==> config.mk <==
export PLATFORM = sky130hd
export DESIGN_NAME = ewk_ctrl
export DESIGN_NICKNAME = d
export VERILOG_FILES = /design/src/rtl/ewk_pkg.sv /design/src/rtl/ewk_sync.sv /design/src/rtl/ewk_edge.sv /design/src/rtl/ewk_route.sv /design/src/rtl/ewk_ctrl.sv
export SDC_FILE = /design/constraint.sdc
export NUM_CORES = 1
export LEC_CHECK = 0
export CAP_MARGIN = 20
export CORE_MARGIN = 1
export CORE_UTILIZATION = 30
export CTS_CLUSTER_SIZE = 40
export DETAILED_ROUTE_END_ITERATION = 8
export DONT_BUFFER_PORTS = 1
export GPL_TIMING_DRIVEN = 0
export MAX_ROUTING_LAYER = met4
export PLACE_DENSITY = 0.47
export SETUP_SLACK_MARGIN = 0.02
export SLEW_MARGIN = 5
export SYNTH_ARGS = -nofsm -noshare
export SYNTH_HDL_FRONTEND = slang
export SYNTH_HIERARCHICAL = 1
export SYNTH_SLANG_ARGS = --single-unit
export TNS_END_PERCENT = 100
==> constraint.sdc <==
create_clock -name clk -period 3.3 [get_ports clk]
set_clock_uncertainty 0.2 [all_clocks]
set_input_delay 0.495 -clock clk [delete_from_list [all_inputs] [get_ports clk]]
set_output_delay 0.495 -clock clk [all_outputs]
set_load 0.02 [all_outputs]
==> src/rtl/ewk_pkg.sv <==
// Shared definitions for the edge wake aggregator.
// Assumes a 3-bit register address and a 16-bit data word.
package ewk_pkg;
    localparam int ADDR_W = 3;

    typedef enum logic [ADDR_W-1:0] {
        ADDR_ENABLE  = 3'd0,
        ADDR_SENSE   = 3'd1,
        ADDR_PENDING = 3'd2,
        ADDR_LSEL_LO = 3'd3,
        ADDR_LSEL_HI = 3'd4
    } ewk_addr_e;
endpackage

==> src/rtl/ewk_sync.sv <==
// Two-flop synchronizer for a vector of asynchronous inputs.
// Assumes each bit is independent; no bus coherency is implied.
module ewk_sync #(
    parameter int W = 16
) (
    input  logic         clk,
    input  logic         rst_n,
    input  logic [W-1:0] async_in,
    output logic [W-1:0] sync_out
);
    logic [W-1:0] meta_q;
    logic [W-1:0] stable_q;

    // Capture and re-register the raw inputs.
    always_ff @(posedge clk) begin
        if (!rst_n) begin
            meta_q   <= '0;
            stable_q <= '0;
        end else begin
            meta_q   <= async_in;
            stable_q <= meta_q;
        end
    end

    assign sync_out = stable_q;
endmodule

==> src/rtl/ewk_edge.sv <==
// Polarity-normalised transition detector.
// The synchronized level is XORed with the edge-sense bit, so both edge
// senses reduce to a rising edge of the normalised value. When software
// changes a channel's sense, that channel's history is reloaded with the
// level normalised by the new sense, and the detection is masked for
// that cycle. This keeps a sense change from looking like a transition.
module ewk_edge #(
    parameter int W = 16
) (
    input  logic         clk,
    input  logic         rst_n,
    input  logic [W-1:0] level,
    input  logic [W-1:0] sense,
    input  logic [W-1:0] sense_chg,
    input  logic [W-1:0] sense_new,
    output logic [W-1:0] hit
);
    logic [W-1:0] norm;
    logic [W-1:0] hist_q;

    assign norm = level ^ sense;
    assign hit  = norm & ~hist_q & ~sense_chg;

    // Remember the previous normalised level, reloading on a sense change.
    always_ff @(posedge clk) begin
        if (!rst_n) begin
            hist_q <= '0;
        end else begin
            hist_q <= (norm & ~sense_chg) | ((level ^ sense_new) & sense_chg);
        end
    end

    // the cycle after a sense change, a channel whose level held still reports no transition.
    assert_no_false_edge_R12: assert property (@(posedge clk) disable iff (!rst_n)
        (|sense_chg) |=> ((hit & $past(sense_chg) & ~(level ^ $past(level))) == '0));
endmodule

==> src/rtl/ewk_route.sv <==
// Routes active channels onto interrupt lines and builds the wake request.
// Assumes a line-select field of $clog2(NUM_GRP) bits per channel, packed
// with channel 0 in the least significant field.
module ewk_route #(
    parameter int NUM_CH  = 16,
    parameter int NUM_GRP = 4,
    parameter int SEL_W   = (NUM_GRP > 1) ? $clog2(NUM_GRP) : 1
) (
    input  logic                    clk,
    input  logic                    rst_n,
    input  logic [NUM_CH-1:0]       active,
    input  logic [NUM_CH*SEL_W-1:0] line_sel,
    output logic [NUM_GRP-1:0]      irq,
    output logic                    wake
);
    genvar g;
    generate
        for (g = 0; g < NUM_GRP; g++) begin : g_line
            // OR together the active channels assigned to line g.
            always_comb begin
                irq[g] = 1'b0;
                for (int c = 0; c < NUM_CH; c++) begin
                    if (int'(line_sel[c*SEL_W +: SEL_W]) == g) begin
                        irq[g] = irq[g] | active[c];
                    end
                end
            end
        end
    endgenerate

    assign wake = |active;

    // the wake request agrees with the union of the interrupt lines.
    assert_wake_matches_lines_R11: assert property (@(posedge clk) disable iff (!rst_n)
        wake == (|irq));
endmodule

==> src/rtl/ewk_ctrl.sv <==
// Edge wake aggregator top level: register file, pending logic and
// instances of the synchronizer, the detector and the router.
// Assumes NUM_CH equals the data width and that the line-select fields
// fill exactly two data words (16 channels, 4 lines).
module ewk_ctrl
    import ewk_pkg::*;
#(
    parameter int NUM_CH  = 16,
    parameter int NUM_GRP = 4
) (
    input  logic                clk,
    input  logic                rst_n,
    input  logic [NUM_CH-1:0]   chan_in,
    input  logic                reg_wr,
    input  logic [ADDR_W-1:0]   reg_addr,
    input  logic [NUM_CH-1:0]   reg_wdata,
    output logic [NUM_CH-1:0]   reg_rdata,
    output logic [NUM_GRP-1:0]  irq_out,
    output logic                wake_req
);
    localparam int DATA_W = NUM_CH;
    localparam int SEL_W  = (NUM_GRP > 1) ? $clog2(NUM_GRP) : 1;
    localparam int LSEL_W = NUM_CH * SEL_W;

    logic [NUM_CH-1:0] en_q, sense_q, pend_q;
    logic [LSEL_W-1:0] lsel_q;
    logic [NUM_CH-1:0] lvl, hit, sense_chg, clr_vec;
    logic              wr_en, wr_sense, wr_pend, wr_lo, wr_hi;

    // Decode which register a write targets.
    always_comb begin
        wr_en    = reg_wr && (ewk_addr_e'(reg_addr) == ADDR_ENABLE);
        wr_sense = reg_wr && (ewk_addr_e'(reg_addr) == ADDR_SENSE);
        wr_pend  = reg_wr && (ewk_addr_e'(reg_addr) == ADDR_PENDING);
        wr_lo    = reg_wr && (ewk_addr_e'(reg_addr) == ADDR_LSEL_LO);
        wr_hi    = reg_wr && (ewk_addr_e'(reg_addr) == ADDR_LSEL_HI);
    end

    assign sense_chg = wr_sense ? (reg_wdata ^ sense_q) : '0;
    assign clr_vec   = wr_pend ? reg_wdata : '0;

    ewk_sync #(.W(NUM_CH)) sync_i (
        .clk      (clk),
        .rst_n    (rst_n),
        .async_in (chan_in),
        .sync_out (lvl)
    );

    ewk_edge #(.W(NUM_CH)) edge_i (
        .clk       (clk),
        .rst_n     (rst_n),
        .level     (lvl),
        .sense     (sense_q),
        .sense_chg (sense_chg),
        .sense_new (reg_wdata),
        .hit       (hit)
    );

    // Hold the configuration registers.
    always_ff @(posedge clk) begin
        if (!rst_n) begin
            en_q    <= '0;
            sense_q <= '0;
            lsel_q  <= '0;
        end else begin
            if (wr_en)    en_q    <= reg_wdata;
            if (wr_sense) sense_q <= reg_wdata;
            if (wr_lo)    lsel_q[DATA_W-1:0]        <= reg_wdata;
            if (wr_hi)    lsel_q[2*DATA_W-1:DATA_W] <= reg_wdata;
        end
    end

    // Sticky pending flags: a new transition outranks a same-cycle clear.
    always_ff @(posedge clk) begin
        if (!rst_n) begin
            pend_q <= '0;
        end else begin
            pend_q <= (pend_q & ~clr_vec) | (hit & en_q);
        end
    end

    // Return the addressed register; unmapped addresses read zero.
    always_comb begin
        case (ewk_addr_e'(reg_addr))
            ADDR_ENABLE:  reg_rdata = en_q;
            ADDR_SENSE:   reg_rdata = sense_q;
            ADDR_PENDING: reg_rdata = pend_q;
            ADDR_LSEL_LO: reg_rdata = lsel_q[DATA_W-1:0];
            ADDR_LSEL_HI: reg_rdata = lsel_q[2*DATA_W-1:DATA_W];
            default:      reg_rdata = '0;
        endcase
    end

    ewk_route #(.NUM_CH(NUM_CH), .NUM_GRP(NUM_GRP), .SEL_W(SEL_W)) route_i (
        .clk      (clk),
        .rst_n    (rst_n),
        .active   (pend_q & en_q),
        .line_sel (lsel_q),
        .irq      (irq_out),
        .wake     (wake_req)
    );

    // one reset cycle leaves the enables, the flags and the outputs cleared.
    assert_reset_clears_R1: assert property (@(posedge clk)
        !rst_n |=> (pend_q == '0 && en_q == '0 && irq_out == '0 && !wake_req));

    // a flag can only become set on a channel that was enabled.
    assert_disabled_no_latch_R6: assert property (@(posedge clk) disable iff (!rst_n)
        1'b1 |=> ((pend_q & ~$past(pend_q) & ~$past(en_q)) == '0));

    // a set flag that was not written with 1 stays set.
    assert_flag_sticky_R7: assert property (@(posedge clk) disable iff (!rst_n)
        1'b1 |=> ((pend_q & $past(pend_q & ~clr_vec)) == $past(pend_q & ~clr_vec)));

    // a clear that coincides with an enabled transition leaves the flag set.
    assert_edge_beats_clear_R8: assert property (@(posedge clk) disable iff (!rst_n)
        (|(clr_vec & hit & en_q)) |=>
        ((pend_q & $past(clr_vec & hit & en_q)) == $past(clr_vec & hit & en_q)));
endmodule

After elaboration in Yosys (flattened, before gate mapping) --
Index checks and enable logic that the tools add are counted.
Word-level totals: output and inout port bits 21, input port bits 38, word-level logic and storage cells 225, bits in registers 128
Operators by class: mux-type cells 67, bitwise logic cells 75, eq/ne operators 52, reductions and logical operators 23
Operators by type and width (count):
- $and A16 B16 Y16 | 7
- $pmux W16 S5 | 1
- $eq A2 B2 Y1 const B | 32
- $mux W1 | 64
- $or A1 B1 Y1 | 60
- $not A16 Y16 | 3
- $xor A16 B16 Y16 | 3
- $eq A2 B1 Y1 const B | 16
- $logic_not A2 Y1 | 16
- $mux W16 | 2
- $or A16 B16 Y16 | 2
- $reduce_or A16 Y1 | 1
- $eq A3 B2 Y1 const B | 2
- $logic_and A1 B1 Y1 | 5
- $eq A3 B1 Y1 const B | 1
- $eq A3 B3 Y1 const B | 1
- $logic_not A3 Y1 | 1

Depth between registers and ports, before layout --
word-level depth 32, mapped depth 8, depth with buffers taken out 5

Modules after synthesis --
The synthesis kept the hierarchy.
Modules (own cells, without submodules):
- ewk_ctrl | instances 1, area an instance 3875.0 µm², seq. area each 1601.5 µm², cells each 486
- ewk_edge | instances 1, area an instance 1061.0 µm², seq. area each 320.3 µm², cells each 115
- ewk_sync | instances 1, area an instance 895.9 µm², seq. area each 640.6 µm², cells each 67
- ewk_route | instances 1, area an instance 573.0 µm², seq. area each 0.0 µm², cells each 99

Worst setup path after synthesis --
Ideal clock, no wire load.
path kind input-to-output, from in reg_addr[0], to out reg_rdata[0], required time 2.605 ns, path slack 0.942 ns, stages 6, arrival 1.663 ns, cell sequence buf_4 -> buf_4 -> nor2_2 -> buf_2 -> a22oi_1 -> o22ai_1
On the way: word-level cells in the longest chain between the ends 2, elaborated cells between the ends (all ways) 6
RTL lines:
- from (decl) | RTL line ewk_ctrl.sv:15 | input logic [ADDR_W-1:0] reg_addr,
- $eq A3 B3 Y1 (tied with other cells) | RTL line ewk_ctrl.sv:84 | case (ewk_addr_e'(reg_addr))
- $pmux W16 S5 * | RTL line ewk_ctrl.sv:84
- to (decl) | RTL line ewk_ctrl.sv:17 | output logic [NUM_CH-1:0] reg_rdata,
Mark *: on every way between the ends. The rest lies on a longest branch, timed or not.

Worst setup path after layout --
from in reg_addr[0], to out reg_rdata[6]
The elaborated chain is that of the path after synthesis.

==> flow_metrics.env <==
export IMPL_report_final_slew_viol_count=0
export IMPL_worst_pin_slew_ns=0.741
export IMPL_syn_area_um2=6400
export IMPL_synth_edf_count=0
export IMPL_synth_area_per_cell_um2=8.35
export IMPL_critPathArrivalTime_ns=2.10
export IMPL_area_growth_pct=19.0
export IMPL_fin_crit_sh=0.846
export IMPL_grt_pass1_vias=5391
export IMPL_synth_flop_cell="dfxtp_1"
export IMPL_min_from="reg_wdata[7]"
export IMPL_fin_nets=855
export IMPL_drt_wl_total_um=21100
export IMPL_n_antenna_cell=0
export IMPL_core_area_um2=21000
export IMPL_firstDrtPassIters=5
export IMPL_swShare=0.255
export IMPL_clkSlewWorstSetupHoldPaths_ns=0.06
export IMPL_die_h_um=148
export IMPL_cts_sinks=128
export IMPL_maxSlewHeadroom=0.506
export IMPL_dp_slack_ns=0.548
export IMPL_dp_hpwl_um=15900
export IMPL_postRouteAntennaNets=0
export IMPL_syn_inst=767
export IMPL_drt_met1_wl_um=10100
export IMPL_setup_worst_path_start="reg_addr[0]"
export IMPL_cp_slowest_cell="o22ai_1"
export IMPL_viasPerCell=5.04
export IMPL_setup_tns_ns=0
export IMPL_wl_per_cell_um=19.1
export IMPL_holdWs_ns=0.0158
export IMPL_antenna_found_initial=0
export IMPL_async_flop_share=0
export IMPL_internal_power_mw=2.75
export IMPL_clockRootBuffer="clkbuf_16"
export IMPL_r2r_start="sense_q[9]"
export IMPL_cts_resized=0
export IMPL_die_area_um2=21900
export IMPL_h_tree_depth=4
export IMPL_ir_worst_vdd_mv=0.280
export IMPL_hold_class="input port to flop"
export IMPL_synth_seq_cells=128
export IMPL_cpMostUsedCell="buf_4"
export IMPL_combPwrFrac=0.074
export IMPL_grt_start_max_net_pins=17
export IMPL_drc=0
export IMPL_p_per_area_nw_per_um2=484
export IMPL_overflow=0
export IMPL_most_common_layout_cells="182 x nand2_1, 128 x dfxtp_1, 81 x a21oi_1"
export IMPL_wl_met2_um=9830
export IMPL_critPathMaxFanout=10
export IMPL_timing_fmax_ghz=0.358
export IMPL_holdPathStages=2
export IMPL_clockBufferDepth=2
export IMPL_die_w_um=148
export IMPL_ys_types=45
export IMPL_power_switching_mw=0.940
export IMPL_crit_required_ns=2.60
export IMPL_p_leak_nw=2.63
export IMPL_crit_family="buffers and inverters"
export IMPL_cp_cell_sequence="buf_4 -> buf_4 -> nor2_2 -> buf_2 -> a22oi_1 -> o22ai_1"
export IMPL_finalWorstSetupSlack_ns=0.507
export IMPL_vias=5571
export IMPL_cp_num_cells=6
export IMPL_synth_nets=805
export IMPL_cap_violations=0
export IMPL_layout_drive_gt1_share=0.140
export IMPL_hold_viol_final=0
export IMPL_worst_setup_path_end_kind="output pin"
export IMPL_worstSkewPairLatency_ns=0.42
export IMPL_reg2reg_depth=5
export IMPL_start_util=0.306
export IMPL_drtIter0Drc=425
export IMPL_max_stage_delay_ns=0.54
export IMPL_globalplace_congestion=0.915
export IMPL_setup_viol=0
export IMPL_path_class="input port to output pin"
export IMPL_io_buffers=0
export IMPL_status="finished, final reports clean"
export IMPL_start_kind="input port"
export IMPL_grtUsageTotal=0.207
export IMPL_cp_num_buf_inv=3
export IMPL_seqPwrFrac=0.442
export IMPL_final_min_clock_period_ns=2.79
export IMPL_clockPowerShare=0.484
export IMPL_rsz0062_at_grt="no"
export IMPL_yosys_warnings=6
export IMPL_highest_layer="met4"
export IMPL_seq_area_frac_synth=0.400
export IMPL_grt_pass1_wl_um=32700
export IMPL_rows=53
export IMPL_layout_commonest_cell="nand2_1"
export IMPL_pin_count=59
export IMPL_cts_tree="done"
export IMPL_wl_met3_um=877
export IMPL_cts_buffers=17
[cells by family (layout without fill, tap and decap cells)]
| logic type | after synthesis | count (layout) | share of synthesized area |
|---|---|---|---|
| XOR/XNOR | 32 | 32 | 0.0438 |
| multiplexers | 48 | 48 | 0.0781 |
| buffers and inverters | 48 | 111 | 0.0426 |
| AO/OA/AOI/OAI | 160 | 160 | 0.153 |
| flip-flops | 128 | 128 | 0.400 |
| AND/OR/NAND/NOR | 351 | 351 | 0.283 |
[state kept, by name, indices dropped and copies added, names as in the netlist]
name,cells
lsel_q,32
sense_q,16
pend_q,16
edge_i/hist_q,16
sync_i/meta_q,16
en_q,16
sync_i/sync_out,16
[final cells by class]
type / instances / area [um2]
Clock buffer: 17 / 425
Buffer: 44 / 258
Tap cell: 275 / 344
Sequential cell: 128 / 2560
Fill cell: 2222 / 13300
Clock inverter: 15 / 136
Timing Repair Buffer: 31 / 310
Inverter: 4 / 15.0
Multi-Input combinational cell: 591 / 3570
[synthesized netlist by cell type (4+ instances only)]
master	n	area [um2]
clkbuf_1	13	48.8
nor4_1	10	62.6
nand2_1	182	683
a21oi_1	81	405
buf_6	5	56.3
nand4_1	6	37.5
and2_1	16	100
nand3b_1	11	82.6
a311oi_1	16	140
nor3_1	17	85.1
xnor2_1	32	280
o22ai_1	25	156
mux2_2	16	180
nand2b_1	14	87.6
buf_4	4	30.0
and2_2	32	240
a22oi_1	30	225
mux2i_1	32	320
nand3_1	12	60.1
buf_2	12	60.1
dfxtp_1	128	2560
nor2_1	17	63.8
clkbuf_2	7	35.0
nor3b_1	14	105
[path summary, 6_finish.rpt]
check,endpoint,slack [ns]
setup / recovery,reg_rdata[6],0.51
hold / removal,lsel_q[7],0.02
setup reg to reg,pend_q[9],1.55
hold reg to reg,sync_i/sync_out[6],0.24
[power groups by stage]
stage               registers (mW)  clock network (mW)  logic (mW)
floorplan                     1.65                   0       0.178
global placement              1.66                   0       0.228
detailed placement            1.66                   0       0.230
CTS                           1.63                1.84       0.274
global route                  1.64                1.90       0.298
finish                        1.63                1.79       0.273
[per-layer routing]
layer  vias up  track usage
met3        30       0.0340
met5         -            -
met2       148        0.320
met4         0       0.0768
met1      2583        0.271
li1       2810            -
[through the flow]
| stage | utilization | instance area [um2] | power [mW] | std cells |
|---|---|---|---|---|
| after global routing | 0.364 | 7620 | 3.84 | 1105 |
| final | 0.364 | 7620 | 3.69 | 1105 |
| after detailed placement | 0.322 | 6750 | 1.89 | 1042 |
| after floorplan | - | 6400 | 1.83 | 767 |
| after global placement | 0.322 | 6750 | 1.89 | 1042 |
| after CTS | 0.364 | 7620 | 3.74 | 1105 |
[worst reg2reg max path, delay by kind of cell, from the launching register on]
kind	cells	cell delay (ns)
flip-flops	1	0.48
AND/OR/NAND/NOR	2	0.46
AO/OA/AOI/OAI	2	0.36
XOR/XNOR	1	0.16
[what timing repair did]
item | in CTS | in global routing
hold buffers | 31 | 0
hold endpoints to repair | 72 | 0
setup buffers | 0 | 0
No activity file was read; power rests on OpenSTA's default activity.
